**src/rtl/icb_pkg.sv**
```systemverilog
package icb_pkg;

    // Per-group registered state: enable byte and combined line.
    typedef struct packed {
        logic [7:0] en;
        logic       irq;
    } grp_state_t;

    // Top-level registered state: read port and helper result.
    typedef struct packed {
        logic [31:0] rd_data;
        logic        sel_valid;
        logic [2:0]  sel_idx;
    } top_state_t;

    localparam logic [3:0] OFF_EN_SET = 4'h0;
    localparam logic [3:0] OFF_EN_CLR = 4'h4;
    localparam logic [3:0] OFF_STATUS = 4'hC;

endpackage

```
**src/rtl/icb_lowest8.sv**
```systemverilog
module icb_lowest8 (
    input  logic [7:0] vec_i,
    output logic       found_o,
    output logic [2:0] idx_o
);
    always_comb begin
        found_o = 1'b0;
        idx_o   = 3'd0;
        for (int i = 7; i >= 0; i--) begin
            if (vec_i[i]) begin
                found_o = 1'b1;
                idx_o   = 3'(i);
            end
        end
    end
endmodule

```
**src/rtl/icb_group.sv**
```systemverilog
module icb_group
    import icb_pkg::*;
(
    input  logic       clk,
    input  logic       rst_n,
    input  logic [7:0] src_i,
    input  logic [7:0] set_mask_i,
    input  logic [7:0] clr_mask_i,
    output logic [7:0] en_o,
    output logic [7:0] pend_o,
    output logic       irq_o
);
    grp_state_t st_d, st_q;

    always_comb begin
        st_d     = st_q;
        st_d.en  = (st_q.en | set_mask_i) & ~clr_mask_i;
        st_d.irq = |(src_i & st_q.en);
    end

    always_ff @(posedge clk or negedge rst_n) begin
        if (!rst_n) st_q <= '0;
        else        st_q <= st_d;
    end

    assign en_o   = st_q.en;
    assign pend_o = src_i & st_q.en;
    assign irq_o  = st_q.irq;

    // without a clear strobe no enable bit is lost
    a_r2_set_keeps_bits: assert property (@(posedge clk) disable iff (!rst_n)
        (clr_mask_i == 8'h00) |=> ((($past(st_q.en)) & ~st_q.en) == 8'h00));

    // without a set strobe no enable bit appears
    a_r3_clear_adds_nothing: assert property (@(posedge clk) disable iff (!rst_n)
        (set_mask_i == 8'h00) |=> ((st_q.en & ~($past(st_q.en))) == 8'h00));

    // the combined line is only raised from an enabled group
    a_r8_irq_needs_enable: assert property (@(posedge clk) disable iff (!rst_n)
        irq_o |-> ($past(st_q.en) != 8'h00));
endmodule

```
**src/rtl/icb_combiner.sv**
```systemverilog
module icb_combiner
    import icb_pkg::*;
#(
    parameter int N_GROUPS = 8,
    parameter int ADDR_W   = 8
) (
    input  logic                  clk,
    input  logic                  rst_n,
    input  logic                  req_valid,
    input  logic                  req_write,
    input  logic [ADDR_W-1:0]     req_addr,
    input  logic [31:0]           req_wdata,
    output logic [31:0]           rd_data_o,
    input  logic [8*N_GROUPS-1:0] src_i,
    output logic [N_GROUPS-1:0]   grp_irq_o,
    input  logic [4:0]            sel_grp_i,
    output logic                  sel_valid_o,
    output logic [2:0]            sel_idx_o
);
    localparam int NSETS  = (N_GROUPS + 3) / 4;
    localparam int SET_W  = ADDR_W - 4;
    localparam int NLANES = NSETS * 4;

    logic [SET_W-1:0] set_idx;
    logic [3:0]       offset;
    logic             wr_set, wr_clr, rd_req;

    assign set_idx = req_addr[ADDR_W-1:4];
    assign offset  = req_addr[3:0];
    assign wr_set  = req_valid && req_write && (offset == OFF_EN_SET);
    assign wr_clr  = req_valid && req_write && (offset == OFF_EN_CLR);
    assign rd_req  = req_valid && !req_write;

    logic [NLANES-1:0][7:0]   en_lane;
    logic [NLANES-1:0][7:0]   raw_lane;
    logic [N_GROUPS-1:0][7:0] pend_grp;

    for (genvar g = 0; g < N_GROUPS; g++) begin : g_grp
        localparam int S = g / 4;
        localparam int L = g % 4;
        logic [7:0] set_m, clr_m;
        assign set_m = (wr_set && set_idx == SET_W'(S)) ? req_wdata[8*L +: 8] : 8'h00;
        assign clr_m = (wr_clr && set_idx == SET_W'(S)) ? req_wdata[8*L +: 8] : 8'h00;
        assign raw_lane[g] = src_i[8*g +: 8];
        icb_group u_grp (
            .clk        (clk),
            .rst_n      (rst_n),
            .src_i      (src_i[8*g +: 8]),
            .set_mask_i (set_m),
            .clr_mask_i (clr_m),
            .en_o       (en_lane[g]),
            .pend_o     (pend_grp[g]),
            .irq_o      (grp_irq_o[g])
        );
    end

    for (genvar p = N_GROUPS; p < NLANES; p++) begin : g_pad
        assign en_lane[p]  = 8'h00;
        assign raw_lane[p] = 8'h00;
    end

    logic [7:0] sel_byte;
    logic       sel_found;
    logic [2:0] sel_low;

    always_comb begin
        sel_byte = 8'h00;
        for (int g = 0; g < N_GROUPS; g++) begin
            if (sel_grp_i == 5'(g)) sel_byte = pend_grp[g];
        end
    end

    icb_lowest8 u_low (
        .vec_i   (sel_byte),
        .found_o (sel_found),
        .idx_o   (sel_low)
    );

    top_state_t st_d, st_q;

    always_comb begin
        st_d           = st_q;
        st_d.sel_valid = sel_found;
        st_d.sel_idx   = sel_found ? sel_low : 3'd0;
        if (rd_req) begin
            st_d.rd_data = '0;
            for (int s = 0; s < NSETS; s++) begin
                if (set_idx == SET_W'(s)) begin
                    case (offset)
                        OFF_EN_SET, OFF_EN_CLR:
                            st_d.rd_data = {en_lane[4*s+3], en_lane[4*s+2],
                                            en_lane[4*s+1], en_lane[4*s]};
                        OFF_STATUS:
                            st_d.rd_data = {raw_lane[4*s+3], raw_lane[4*s+2],
                                            raw_lane[4*s+1], raw_lane[4*s]};
                        default: st_d.rd_data = '0;
                    endcase
                end
            end
        end
    end

    always_ff @(posedge clk or negedge rst_n) begin
        if (!rst_n) st_q <= '0;
        else        st_q <= st_d;
    end

    assign rd_data_o   = st_q.rd_data;
    assign sel_valid_o = st_q.sel_valid;
    assign sel_idx_o   = st_q.sel_idx;

    // read data holds when no read is requested
    a_r5_rd_hold: assert property (@(posedge clk) disable iff (!rst_n)
        !rd_req |=> $stable(rd_data_o));

    // the unused offset 0x8 reads as zero
    a_r7_hole_reads_zero: assert property (@(posedge clk) disable iff (!rst_n)
        (rd_req && offset == 4'h8) |=> (rd_data_o == 32'h0));

    // a group number out of range never reports a pending source
    a_r9_bad_group_invalid: assert property (@(posedge clk) disable iff (!rst_n)
        (int'(sel_grp_i) >= N_GROUPS) |=> !sel_valid_o);

    // no valid report means index 0
    a_r9_idx_zero_when_idle: assert property (@(posedge clk) disable iff (!rst_n)
        !sel_valid_o |-> (sel_idx_o == 3'd0));
endmodule

```
**config.mk**
```make
export PLATFORM = sky130hd
export DESIGN_NAME = icb_combiner
export DESIGN_NICKNAME = d
export VERILOG_FILES = /design/src/rtl/icb_pkg.sv /design/src/rtl/icb_lowest8.sv /design/src/rtl/icb_group.sv /design/src/rtl/icb_combiner.sv
export SDC_FILE = /design/constraint.sdc
export NUM_CORES = 1
export LEC_CHECK = 0
export CAP_MARGIN = 15
export CELL_PAD_IN_SITES_DETAIL_PLACEMENT = 0
export CELL_PAD_IN_SITES_GLOBAL_PLACEMENT = 2
export CORE_MARGIN = 4
export CORE_UTILIZATION = 31
export CTS_CLUSTER_DIAMETER = 80
export CTS_CLUSTER_SIZE = 40
export DETAILED_ROUTE_END_ITERATION = 16
export MAX_ROUTING_LAYER = met4
export PLACE_DENSITY = 0.89
export SYNTH_ARGS = -nofsm -noshare
export SYNTH_HDL_FRONTEND = slang
export SYNTH_SLANG_ARGS = --single-unit
```
**constraint.sdc**
```tcl
create_clock -name clk -period 5.65 [get_ports clk]
set_input_delay 0.565 -clock clk [delete_from_list [all_inputs] [get_ports clk]]
set_output_delay 0.565 -clock clk [all_outputs]
set_load 0.01 [all_outputs]
```
**Word-level counts from Yosys, hierarchy flattened**

Cells that the tools add are included.

- Input bits: 113
- Flip-flop bits (word level): 108

- Reductions and logical operators: 21
- Equality and inequality tests: 10
- Bitwise gates (word level): 32
- Muxes and demuxes: 45

Operators by type and width:

| cell | number |
|---|---|
| 8-bit 2-to-1 mux | 24 |
| 8-bit bitwise AND | 16 |
| 32-bit one-hot mux with 2 select lines | 2 |
| 32-bit 2-to-1 mux | 2 |
| 8-bit inverter | 8 |
| 8-bit bitwise OR | 8 |
| 8-bit OR reduction | 8 |
| 3-bit 2-to-1 mux | 9 |
| 5-bit by 3-bit == test with 1-bit output, second input constant | 4 |
| 5-bit by 2-bit == test with 1-bit output, second input constant | 2 |
| 1-bit logical AND | 8 |
| 4-bit zero test | 2 |
| 1-bit 2-to-1 mux | 8 |
| 5-bit by 1-bit == test with 1-bit output, second input constant | 1 |
| 5-bit zero test | 1 |
| 4-bit by 1-bit == test with 1-bit output, second input constant | 1 |
| 4-bit by 3-bit == test with 1-bit output, second input constant | 1 |
| 4-bit == test, second input constant | 1 |
| 2-bit OR reduction | 1 |
| 1-bit zero test | 1 |

**Depth between registers and ports, before layout**

Gate-level depths: netlist of the first run.

- Word-level depth: 18
- Mapped depth: 9

**By module**

A second synthesis of the first run with hierarchy kept.

- Cells, all modules: 724
- Area total of the unflattened synthesis: 6588.8 µm²

By module, submodules not included:

| module | cells each | seq. area each (µm²) | times used | area each (µm²) |
|---|---|---|---|---|
| icb_combiner | 423 | 900.9 | 1 | 3616.0 |
| icb_group | 36 | 225.2 | 8 | 361.6 |
| icb_lowest8 | 13 | 0.0 | 1 | 80.1 |

**Worst setup path before layout of the first run**

No wires, ideal clock.

- Path type: input -> register
- Start: input sel_grp_i[3]
- End: register st_q (netlist bit sel_idx_o[1])
- Setup time: 0.087 ns
- Required time: 5.563 ns
- Stages: 9
- Arrival time: 2.464 ns
- Buffers on the path: 2
- Setup slack: 3.099 ns
- Path through: buf_6 -> or4_4 -> buf_6 -> o22ai_2 -> a211oi_1 -> o31ai_4 -> a21oi_1 -> or3_1 -> a211oi_2

RTL lines:

| what | line | text |
|---|---|---|
| start, declared | icb_combiner.sv:16 | `input logic [4:0] sel_grp_i,` |
| end signal, assigned | icb_combiner.sv:105 | `else st_q <= st_d;` |
| end, declared | icb_combiner.sv:79 | `top_state_t st_d, st_q;` |

==> results of run 1 <==
==> final timing paths <==
kind / startpoint / endpoint / slack, ns / cells after the start
worst min-delay path: rst_n / rd_data_o[0]$_DFFE_PN0P_ / 0.22 / 1
max in group asynchronous: rst_n / g_grp[2].u_grp.en_o[2]$_DFF_PN0_ / 4.14 / 2
min in group clk: rd_data_o[6]$_DFFE_PN0P_ / rd_data_o[6]$_DFFE_PN0P_ / 0.49 / 1
worst max register to register: g_grp[2].u_grp.en_o[6]$_DFF_PN0_ / sel_idx_o[1]$_DFF_PN0_ / 3.38 / 7
worst max-delay path: sel_grp_i[1] / sel_idx_o[1]$_DFF_PN0_ / 2.17 / 8
worst min register to register: rd_data_o[6]$_DFFE_PN0P_ / rd_data_o[6]$_DFFE_PN0P_ / 0.49 / 1
==> placed cells by master (no fill, tap or decap), types with 3 or more instances in the layout <==
cell type / n
clkbuf_16: 9
a311oi_1: 7
nor3_1: 22
and3_1: 5
a31oi_1: 10
nand4_1: 12
o21a_1: 33
o221ai_1: 32
or3_1: 6
a21oi_1: 134
a221o_1: 3
clkinvlp_4: 3
nor2b_1: 3
a22oi_1: 71
buf_4: 11
and4_1: 6
dfrtp_1: 108
clkdlybuf4s50_1: 155
nand2_1: 56
nor4_1: 6
nor2_1: 6
inv_6: 3
nand2b_1: 3
==> area by class of cell <==
cell class                 count  area, sq um
fill                        1768        10400
multi-input combinational    458         2920
sequential                   108         2700
timing repair buffer         166         1630
tap                          229          287
clock buffer                   9          225
clock inverter                 7         57.6
inverter                       1         3.75
==> metrics by stage <==
stage | setup slack [ns] | hold slack (ns) | cells | util
after floorplan | 3.10 | 0.269 | 625 | -
after global placement | 1.89 | 0.472 | 962 | 0.413
after detailed placement | 1.91 | 0.479 | 962 | 0.413
after CTS | 2.26 | 0.246 | 978 | 0.428
after global routing | 1.94 | 0.272 | 978 | 0.428
final | 2.17 | 0.224 | 978 | 0.428
==> sequential cells by signal (all words and copies together) (netlist names) <==
register / flops
g_grp.u_grp.en_o: 64
sel_idx_o: 3
rd_data_o: 32
g_grp.u_grp.irq_o: 8
sel_valid_o: 1
==> worst max-delay path, cell delays in order <==
cell and delay, ns:
clkdlybuf4s50_1 0.83, nand3b_1 0.26, nor3_1 0.92, a311oi_1 0.31
o31ai_4 0.14, a21oi_1 0.10, or3_1 0.38, a211oi_2 0.23
==> kinds of logic after synthesis <==
logic type	Yosys count	synth area share
DFF	108	0.462
muxes	1	0.00385
buffers and inverters	59	0.0477
AOI/OAI and AO/OA	309	0.352
and+or+nand+nor	148	0.134
==> per-layer routing <==
metal	part of all wire	track usage
met4	0.015	0.0717
met3	0.069	0.0417
met1	0.45	0.304
met2	0.47	0.345
met5	0	-
==> power breakdown <==
part | internal (mW) | total (mW) | switching (mW)
Sequential | 0.820 | 0.851 | 0.0310
Clock | 0.305 | 0.616 | 0.311
Combinational | 0.179 | 0.339 | 0.160
Total | 1.30 | 1.81 | 0.502
==> run summary, run 1 <==
Outcome -> finished, final reports clean
Hold_buf cts -> 0
Post-route ant nets -> 0
GRT Overall Usage -> 0.225
Max-cap violations -> 0
Final Cycle Share -> 0.615
Nets -> 857
CP required -> 5.92 ns
Final setup fails -> 0
Final Cell Area -> 7830 sq um
Final Hold Viols -> 0
IO Port Bufs -> 156
Via density -> 6.11
Mapped Cells -> 625
DRC errors left -> 0
Clock sink total -> 108
Number of diodes -> 0
Critical Path Sink Type -> flip-flop
Fin. max-slew vios -> 0
Layout cells sized above 1 -> 0.0561
Ys async rst share -> 1.00
Slew @ Worst Pin -> 1.14 ns
WL final -> 23700 um
Avg Synthesized Cell Area -> 9.36 sq um
Synth top area share -> 0.462
Yosys warns -> 0
Num CTS Buffers -> 9
Pwr per Cell Area -> 231 nW/um^2
CTS tree -> yes
First-pass GRT wire length -> 36500 um
Worst clock skew -> 0.00754 ns
Peak VDD IR -> 0.140 mV
CTS max path bufs -> 2
Area Growth Syn to Fin -> 33.7%
CP Data Arrival Time -> 3.75 ns
F_max -> 288 MHz
Die area -> 21100 sq um
H-tree levels -> 3
Number of synthesized flops with an enable pin -> 0
Post_cts resized -> 0
Crit path max fanout -> 15
Initial Util -> 0.320
Pleak -> 2.87 nW
Clk Tree Root Cell -> clkbuf_16
Post-Syn Area -> 5850 sq um
I/O pin cnt -> 157
DRT Pass-1 Iters -> 5
Die Wd -> 145 um
Vias in the first global route -> 6097
Worst Setup Start Kind -> input pin
Core Region -> 18300 sq um
Synth Register Bits -> 108
Via count -> 5977
Yosys top cell by area -> dfrtp_1
Clock latency at the later pin of the worst-skew pair -> 0.36 ns
Post-synth top cells -> 134 x a21oi_1, 108 x dfrtp_1, 71 x a22oi_1, 56 x nand2_1, 41 x clkbuf_1
FP Rows -> 49
Placed cell areas -> 7540 sq um
Min Tclk post-route -> 3.48 ns
Setup TNS -> 0 ns
Final HPWL DP -> 16800 um
Height of the die -> 145 um
Initial DRC Count -> 647
Tot Pwr -> 1.81 mW
Initial antenna violation count -> 0
Syn_nets -> 738
Most used DFF post-synth -> dfrtp_1
Gp weighted congestion -> 0.945
# Post-CTS Setup Buffers -> 0
Largest net degree at the start of global routing -> 66
Clock transition at the registers of the reported paths -> 0.07 ns
Sequential share of the synthesized area -> 0.462
Count of cell types in the netlist -> 51
Rel. slew slack -> 0.233
Wire length per cell -> 24.3 um
Setup CP Type -> in -> reg
Most common cell in the synthesized netlist -> a21oi_1
Hold Crit Class -> in -> async
Top post-synthesis cells by area -> dfrtp_1 46%, a21oi_1 11%, a22oi_1 9.1%
Unrepaired setup endpoints after global routing -> false
Aggregate global routing overflow -> 0
(Power assumes the default switching activity.)
==> run 2: changes to the inputs <==
Settings changed: CORE_UTILIZATION 31 to 29, PLACE_DENSITY 0.89 to 0.84.
Clock period 5.65 ns to 3.3 ns, I/O delays scaled along.
==> run 2 against run 1 <==
Against the previous run: worst hold slack worse by 0.22 ns; clock skew hardly changed; cell area is 2.3% higher; sequential share of layout area is 0.77 points lower; sequential cell count stayed put; final cell count is 4.9% higher; routed wire length is 0.90% higher; first-iteration DRC count is 24% lower; clock power is 82% higher; via count is 1.4% lower; combinational power is 75% higher.
==> run summary, run 2 (same netlist as run 1, synthesis figures left out) <==
Die Wd -> 150 um (+3.2%)
Min Tclk post-route -> 2.77 ns
CP required -> 3.60 ns (-2.32 ns)
FP Rows -> 51 (+4.1%)
DRC errors left -> 0 (unchanged)
Crit path max fanout -> 11 (-4)
Final std cells w/o fill -> 1026 (+4.9%)
Clock latency at the later pin of the worst-skew pair -> 0.36 ns (about the same)
Rel. slew slack -> 0.550 (+0.317)
Outcome -> finished, final reports clean
# Post-CTS Setup Buffers -> 0 (unchanged)
Via count -> 5894 (-1.4%)
CTS tree -> yes
GRT Overall Usage -> 0.217 (-0.00851)
Setup WS pre-CTS -> 0.201 ns (-1.71 ns)
Largest net degree at the start of global routing -> 66 (unchanged)
Pleak -> 2.95 nW (+3.0%)
Initial antenna violation count -> 0 (unchanged)
Post-route ant nets -> 0 (unchanged)
Hold_buf cts -> 0 (unchanged)
Unrepaired setup endpoints after global routing -> false
Slew @ Worst Pin -> 0.675 ns (-0.467 ns)
Worst clock skew -> 0.00743 ns (-0.000107 ns)
Final Hold Viols -> 0 (unchanged)
WL final -> 23900 um (+0.90%)
CTS max path bufs -> 2 (unchanged)
FF+latch area -> 2700 sq um (unchanged)
Final Cycle Share -> 0.840
Gp weighted congestion -> 0.871 (-7.7%)
Setup TNS -> 0 ns (unchanged)
Hold Crit Class -> in -> async
Worst setup path start -> sel_grp_i[3]
RR Endpoint -> sel_idx_o[1]$_DFF_PN0_
IO Port Bufs -> 156 (unchanged)
Via density -> 5.74 (-6.0%)
Clock sink total -> 108 (unchanged)
Initial Util -> 0.298 (-0.0226)
H-tree levels -> 3 (unchanged)
F_max -> 361 MHz
Clk Tree Root Cell -> clkbuf_16
R2R depth -> 7 (unchanged)
Core Util, Final -> 0.407 (-0.0211)
Setup ws final -> 0.527 ns (-1.65 ns)
Most frequent cells in the layout -> 155 x clkdlybuf4s50_1, 134 x a21oi_1, 108 x dfrtp_1, 71 x a22oi_1, 56 x nand2_1
CP Data Arrival Time -> 3.07 ns (-0.68 ns)
Final setup fails -> 0 (unchanged)
Wire length per cell -> 23.3 um (-3.8%)
DRT Pass-1 Iters -> 5 (unchanged)
Inst Count DP -> 1009 (+4.9%)
Layout cells sized above 1 -> 0.0684 (+0.0123)
Area of the multi-input gates -> 2910 sq um (-0.34%)
Aggregate global routing overflow -> 0 (unchanged)
First-pass GRT wire length -> 36200 um (-0.64%)
Die area -> 22500 sq um (+6.5%)
Met3 usage -> 0.0291 (-0.0127)
GRT met2 Usage -> 0.340 (-0.00499)
Nets -> 868 (+1.3%)
Final HPWL DP -> 17500 um (+3.9%)
Setup CP Type -> in -> reg
M1 GR Usage -> 0.291 (-0.0127)
Initial DRC Count -> 489 (-24%)
Height of the die -> 150 um (+3.2%)
Max FFs per register -> 64 (unchanged)
Max-cap violations -> 0 (unchanged)
Peak VDD IR -> 0.229 mV (+64%)
Critical Path Sink Type -> flip-flop
# fillers -> 1963 (+11%)
Gr busiest metal -> met2
Fin. max-slew vios -> 0 (unchanged)
Clock transition at the registers of the reported paths -> 0.07 ns (about the same)
Num CTS Buffers -> 9 (unchanged)
Pwr per Cell Area -> 396 nW/um^2 (+72%)
Worst Setup Start Kind -> input pin
Area Growth Syn to Fin -> 36.8%
Vias in the first global route -> 5997 (-1.6%)
Crit path to -> sel_idx_o[0]$_DFF_PN0_
R2r setup slk -> 1.12 ns (-2.26 ns)
Post_cts resized -> 0 (unchanged)
Commonest non-fill, non-tap cell in the layout -> clkdlybuf4s50_1
I/O pin cnt -> 157 (unchanged)
RR Startpoint -> g_grp[2].u_grp.en_o[6]$_DFF_PN0_
Core Region -> 19700 sq um (+7.6%)
WHS -> 0.00286 ns (-0.221 ns)
-- run 2: cell count changes in the layout (fill, tap and decap cells not counted), moves of 2 or more --
cell / previous run / this run
buf_4: 11 / 19
clkinvlp_4: 3 / 1
inv_6: 3 / 1
nor2_4: 2 / 0
nor2_2: 0 / 2
buf_12: 0 / 3
-- run 2: area by class of cell --
| cell class | instances | share of cell area |
|---|---|---|
| multi-input cells | 458 | 0.363 |
| flip-flops and latches | 108 | 0.338 |
| repair buffers | 177 | 0.219 |
| well taps | 265 | 0.0414 |
| clock buffers | 11 | 0.0303 |
| clock inverters | 5 | 0.00750 |
| inverters | 1 | 0.000469 |
| diodes | 1 | 0.000313 |
-- run 2: worst max-delay path: stages --
cell and delay (ns):
clkdlybuf4s50_1 0.59, or4b_1 0.78, a21o_1 0.23, a221o_1 0.32, a32oi_1 0.36, a311oi_1 0.11, nor3_1 0.21, o21a_1 0.14
-- run 2: worst min-delay path by stage --
stage,from,end,slack (ns),cells past startpoint
after floorplan,rst_n,g_grp[0].u_grp.en_o[0]$_DFF_PN0_,0.03,0
after global placement,rst_n,rd_data_o[1]$_DFFE_PN0P_,0.40,1
after detailed placement,rst_n,rd_data_o[1]$_DFFE_PN0P_,0.40,1
after CTS,rst_n,rd_data_o[1]$_DFFE_PN0P_,0.02,1
after global routing,rst_n,rd_data_o[1]$_DFFE_PN0P_,0.04,1
final,rst_n,rd_data_o[1]$_DFFE_PN0P_,0.003,1
-- run 2: layer usage --
layer,part of all wire,up-vias
met4,0.021,0
met1,0.45,2928
met5,0,-
li1,-,2708
met3,0.061,32
met2,0.47,226
-- run 2: per-stage QoR --
step / area, sq um / power, mW
global route: 8000 / 3.31
global placement: 7700 / 2.07
CTS: 8000 / 3.21
detailed placement: 7700 / 2.08
finish: 8000 / 3.17
floorplan: 5850 / 1.68
-- run 2: power by group --
group | leakage [nW] | internal (mW) | switching [mW]
combinational | 1.37 | 0.315 | 0.278
sequential | 1.44 | 1.40 | 0.0532
clock | 0.146 | 0.613 | 0.505
